**src/rtl/usb_in_ep_buffer.sv**
```systemverilog
module usb_in_ep_buffer #(
  parameter int DW    = 8,
  parameter int DEPTH = 64,
  parameter int PW    = $clog2(DEPTH),
  parameter int CW    = $clog2(DEPTH + 1)
) (
  input  logic          clk,
  input  logic          rst_n,
  input  logic          dual_mode,
  input  logic          wr_valid,
  input  logic [DW-1:0] wr_data,
  input  logic          pkt_enable,
  input  logic          clr_strobe,
  input  logic          tx_rd,
  input  logic          tx_done,
  output logic          wr_ready,
  output logic          data_status,
  output logic [7:0]    status_byte,
  output logic          tx_nrdy,
  output logic [DW-1:0] tx_data,
  output logic          tx_last,
  output logic [CW-1:0] tx_count
);

  localparam logic [CW-1:0] FULL = CW'(DEPTH);

  logic [DW-1:0] mem [2][DEPTH];
  logic [CW-1:0] cnt [2];
  logic [1:0]    cmt;
  logic [PW-1:0] rptr;
  logic          fb, sb;

  logic fill_free, wr_en, commit_en, send_ok, is_last, adv_en, done_en;

  assign fill_free = !cmt[fb] && (cnt[fb] < FULL);
  assign wr_en     = wr_valid && fill_free && !clr_strobe;
  assign commit_en = pkt_enable && !cmt[fb] && !clr_strobe && ((cnt[fb] != '0) || wr_en);
  assign send_ok   = cmt[sb];
  assign is_last   = (CW'(rptr) + CW'(1)) == cnt[sb];
  assign adv_en    = tx_rd && send_ok && !is_last && !tx_done && !clr_strobe;
  assign done_en   = tx_done && send_ok && !clr_strobe;

  always_ff @(posedge clk) begin
    if (wr_en) mem[fb][cnt[fb][PW-1:0]] <= wr_data;
  end

  always_ff @(posedge clk) begin
    if (!rst_n || clr_strobe) begin
      for (int b = 0; b < 2; b++) cnt[b] <= '0;
      cmt <= '0;
    end else begin
      for (int b = 0; b < 2; b++) begin
        if (done_en && (sb == 1'(b))) begin
          cmt[b] <= 1'b0;
          cnt[b] <= '0;
        end
        if ((fb == 1'(b)) && wr_en) cnt[b] <= cnt[b] + CW'(1);
        if ((fb == 1'(b)) && commit_en) cmt[b] <= 1'b1;
      end
    end
  end

  always_ff @(posedge clk) begin
    if (!rst_n || clr_strobe) begin
      fb   <= 1'b0;
      sb   <= 1'b0;
      rptr <= '0;
    end else begin
      if (commit_en && dual_mode) fb <= ~fb;
      if (done_en) begin
        rptr <= '0;
        if (dual_mode) sb <= ~sb;
      end else if (adv_en) begin
        rptr <= rptr + PW'(1);
      end
    end
  end

  assign wr_ready    = fill_free;
  assign data_status = |cmt;
  assign status_byte = {7'b0, data_status};
  assign tx_nrdy     = !send_ok;
  assign tx_data     = send_ok ? mem[sb][rptr] : '0;
  assign tx_last     = send_ok && is_last;
  assign tx_count    = send_ok ? cnt[sb] : '0;

endmodule

```
**config.mk**
```make
export PLATFORM = sky130hd
export DESIGN_NAME = usb_in_ep_buffer
export DESIGN_NICKNAME = d
export VERILOG_FILES = /design/src/rtl/usb_in_ep_buffer.sv
export SDC_FILE = /design/constraint.sdc
export NUM_CORES = 1
export LEC_CHECK = 0
export CORE_UTILIZATION = 42
export CTS_CLUSTER_DIAMETER = 50
export DETAILED_ROUTE_END_ITERATION = 16
export PLACE_DENSITY = 0.65
export SLEW_MARGIN = 40
export SYNTH_ARGS = -nofsm -noshare
export SYNTH_HDL_FRONTEND = slang
export SYNTH_SLANG_ARGS = --single-unit
```
**constraint.sdc**
```tcl
create_clock -name clk -period 6.29 [get_ports clk]
set_input_delay 1.258 -clock clk [delete_from_list [all_inputs] [get_ports clk]]
set_output_delay 1.258 -clock clk [all_outputs]
set_load 0.01 [all_outputs]
```
### Yosys cells after proc, flatten, opt, wreduce, memory -nomap -nowiden

Memory sizes are Yosys's and may differ from the RTL's. A register that Yosys moved wholly into a read port is not among the register bits.
Cells that the tools add are included.

| storage, ports and cells | value |
|---|---|
| memory bits (writable) | 1038 |
| register bits | 10 |
| word-level logic and storage cells | 102 |
| memories | 2 |
| input bits | 16 |

| cells by class | value |
|---|---|
| muxes and demuxes | 41 |
| eq/ne operators | 1 |
| bitwise gates (word level) | 8 |
| $add $sub $neg | 4 |
| magnitude comparators | 6 |
| reduce and logical (&&, ||, !) cells | 35 |

Memory list:

| name | depth | bits a word | rd ports | clocked after Yosys merged registers in | wr ports | line | text |
|---|---|---|---|---|---|---|---|
| mem | 2 | 512 | 1 | 1 | 1 | 27 | `logic [DW-1:0] mem [2][DEPTH];` |
| cnt | 2 | 7 | 4 | 2 | 2 | 28 | `logic [CW-1:0] cnt [2];` |

Operators by type and width:

| cell | number |
|---|---|
| 2-to-1 mux 512 bit | 1 |
| binary-select mux 8 bit (select 6 bit) | 1 |
| demux 8 bit (select 6 bit) | 1 |
| 2-to-1 mux 7 bit | 5 |
| 2-to-1 mux 8 bit | 4 |
| 2-to-1 mux 1 bit | 29 |
| logical AND 1 bit | 21 |
| adder 7 x 1 -> 7 bit (second input constant) | 2 |
| greater-or-equal comparator 7 bit (second input constant) | 2 |
| inverter 6 -> 7 bit | 2 |
| adder 6 x 1 -> 7 bit (second input constant) | 1 |
| == test 7 bit | 1 |
| < comparator 7 x 1 -> 1 bit (second input constant) | 1 |
| < comparator 7 bit (second input constant) | 1 |
| nonzero test 7 bit | 1 |
| adder 6 x 1 -> 6 bit (second input constant) | 1 |
| logical NOT 1 bit | 6 |
| < comparator 1 x 2 -> 1 bit (second input constant) | 2 |
| bitwise OR 1 bit | 4 |
| nonzero test 2 bit | 2 |
| OR reduction 2 bit | 2 |
| logical OR 1 bit | 2 |
| inverter 1 bit | 2 |
| AND reduction 2 bit | 1 |

### Depth between registers and ports, before layout

| depth | value |
|---|---|
| depth in word-level cells | 11 |
| gate-level depth with buffers | 12 |

### Worst setup path after synthesis

OpenSTA, ideal clock, no wires.

| path | value |
|---|---|
| path kind | register to output |
| start point | register with a tool-made name |
| end point | output tx_data[7] |
| data arrival time | 2.142 ns |
| stages on the path, launching flop included | 11 |
| path buffers | 5 |
| setup slack | 2.890 ns |
| required time | 5.032 ns |
| cell sequence | dfxtp_1 -> buf_6 -> buf_12 -> buf_12 -> buf_6 -> buf_6 -> mux4_1 -> a22oi_1 -> a21oi_1 -> nor4_2 -> nor3_1 |

RTL lines:

| what | line | text |
|---|---|---|
| to (decl) | 20 | `output logic [DW-1:0] tx_data,` |

==> results.tsv <==
metric	value	unit
start_kind	flip-flop	
worstPathMaxFanout	23	
gp_congestion	0.845	
cp.required	5.03	ns
grt_start_max_net_pins	89	
synth_edf_count	1038	
die_area	0.101	sq mm
antennaDiodeCount	0	
ys_seq_elements	1050	
fin_setup_tns	0	ns
vias	20700	
holdWs	0.526	ns
setup_viol	0	
cp.arrival	4.55	ns
start_util	42.4	%
io_pins	43	
grt_pass1_vias	20800	
drv_cap	0	
clock_latency	0.67	ns
synthToLayoutAreaGrowth	13.3	%
synth_area_leader_cell	edfxtp_1	
rsz0062_at_grt	no	
grtUsageTotal	19.3	%
die_w	317	microns
critPathKind	reg2out	
postCtsSetupBuffers	0	
rows	115	
detail-route-antenna-nets	0	
syn_avg_cell_area	20.3	sq um
wl	96000	microns
synth_top_area_share	74.7	%
synth_most_common_cell	edfxtp_1	
hold_viol	0	
fin_ws	0.485	ns
place_ws	1.18	ns
max_slew_margin	42.8	%
cts_htree_levels	3	
io_buffers	35	
status	complete, no violations	
synth-async-reset-ratio	0	%
fillers	7953	
yosysSeqAreaShare	75.2	%
firstDrtPassIters	8	
power_per_cell_area	302	mW/mm^2
vias_per_cell	5.85	
regArea	0.0314	sq mm
hold_buffers	0	
cts_tree	built	
die_h	317	microns
core_area	0.0984	sq mm
clkTransAtPathRegs	0.06	ns
cts.repair.resized	0	
synth_area_leaders	edfxtp_1, mux4_2, mux2i_1, nor2_1, mux4_1	
multi_input_area	0.00973	sq mm
maxSlewViolCount	0	
ys.flop_type	edfxtp_1	
fmaxAchievable	0.172	GHz
antenna_found_initial	2	
syn_area	0.0417	sq mm
holdCritPathClass	reg2reg	
ys_types	60	
ys_warn_count	0	
syn_inst	2061	
cts.path.max_buffers	3	
drt_iter0_drc	2474	
hold_start	cmt[0]	
cts_made_buffers	107	
grt_overflow	0	
cts_sinks	1050	
period_needed	5.81	ns
final_nets	2172	
power.leakage	14.1	nW
peakVddDrop	0.260	mV
clock_skew	0.0275	ns
drive_gt1_share	24.0	%
timing.final.crit_share	92.3	%
hpwl	59800	microns
worstMarginPinSlew	0.834	ns
critPathCaptureType	output port	
routedWlPerCell	27.2	microns
drc_errors	0	
grt_first_pass_wirelength	141000	microns
p_total	14.3	mW
yosys-top-cells-count	edfxtp_1, mux4_2, nor2_1, mux2i_1, nand2_1	
cts_root_buffer	clkbuf_16	
-- worst max-delay path, cell delays in order (launching register included) --
cell and delay, ns:
dfxtp_4 0.70, buf_4 0.48, mux4_1 0.64, mux4_2 0.49, nor2b_1 0.14, a21oi_1 0.07
a211oi_1 0.52, nor3_1 0.27, clkdlybuf4s50_1 0.54
-- layer usage --
layer  GRT usage, %  vias up  routed length [microns]
met5              0        -                       12
met4           5.30        2                     2250
met3           4.10      139                     8380
met2           29.6      956                    44800
met1           28.1    10900                    40500
li1               -     8686                        -
-- logic make-up (layout without fill, tap and decap cells) --
logic type / Yosys count / in the layout / share of synthesized area [%]
multiplexers: 342 / 342 / 15.7
flip-flops: 1050 / 1050 / 75.2
AO/OA/AOI/OAI: 171 / 171 / 2.83
XOR/XNOR: 19 / 19 / 0.435
buffers and inverters: 127 / 303 / 1.96
AND/OR/NAND/NOR: 348 / 348 / 3.75
adder cells (fa/ha/maj): 3 / 3 / 0.0899
other: 1 / 7 / 0.00898
-- metrics by stage --
stage | util (%) | instance area [sq um] | cells
2_1_floorplan | - | 41800 | 2067
3_3_place_gp | 44.2 | 43500 | 3327
3_5_place_dp | 44.3 | 43600 | 3329
4_1_cts | 47.9 | 47100 | 3528
5_1_grt | 48.0 | 47300 | 3530
6_report | 48.0 | 47300 | 3530
-- placed cells by master, fill, tap and decap left out, types with 4 or more instances in the layout --
master           instances
edfxtp_1              1038
mux4_2                 223
nor2_1                 111
clkbuf_16              110
mux2i_1                 92
nor2_2                  66
nand2_1                 56
buf_4                   56
a22oi_1                 45
a21oi_1                 30
nand3_1                 27
clkdlybuf4s50_1         27
clkinv_1                25
clkbuf_1                24
mux4_1                  20
nor3_1                  18
nand2b_1                17
o21ai_0                 17
buf_12                  13
nor2b_1                 12
o211ai_1                12
a31oi_1                 12
xnor2_1                 11
clkinv_2                11
o22ai_1                 10
bufinv_16               10
a211oi_1                 9
dfxtp_1                  9
clkinvlp_4               8
a221oi_1                 7
xor2_1                   7
conb_1                   7
mux2_2                   6
nand3b_1                 6
a2bb2oi_1                6
a2111oi_0                6
or4_1                    6
and3_1                   6
nor3_2                   4
clkbuf_8                 4
-- path summary, 6_finish.rpt --
kind | end | slack, ns | depth (start not counted)
setup / recovery | tx_data[0] | 0.48 | 8
hold / removal | cmt[0] | 0.53 | 2
setup reg to reg | mem[1][70] | 2.57 | 5
hold reg to reg | cmt[0] | 0.53 | 2
-- area by class of cell --
class                   instances  area share (%)
repair buffers                 99            2.12
inverters                       5          0.0450
clock buffers                 138            6.13
clock inverters                61            1.27
flip-flops and latches       1050            66.5
well taps                    1287            3.41
multi-input cells             890            20.6
-- power breakdown --
group / internal (mW) / switching [mW] / leakage [nW] / total [mW]
registers: 7.70 / 0.0129 / 9.46 / 7.71
clock network: 3.66 / 2.62 / 1.68 / 6.28
logic: 0.0590 / 0.210 / 2.98 / 0.269
-- sequential cells by signal (all words and copies together), names as in the netlist, named ones only --
name and cells:
sb 1, mem 1024, cnt 14, cmt 2
fb 1, rptr 6
Power figures use the tool's default switching activity.
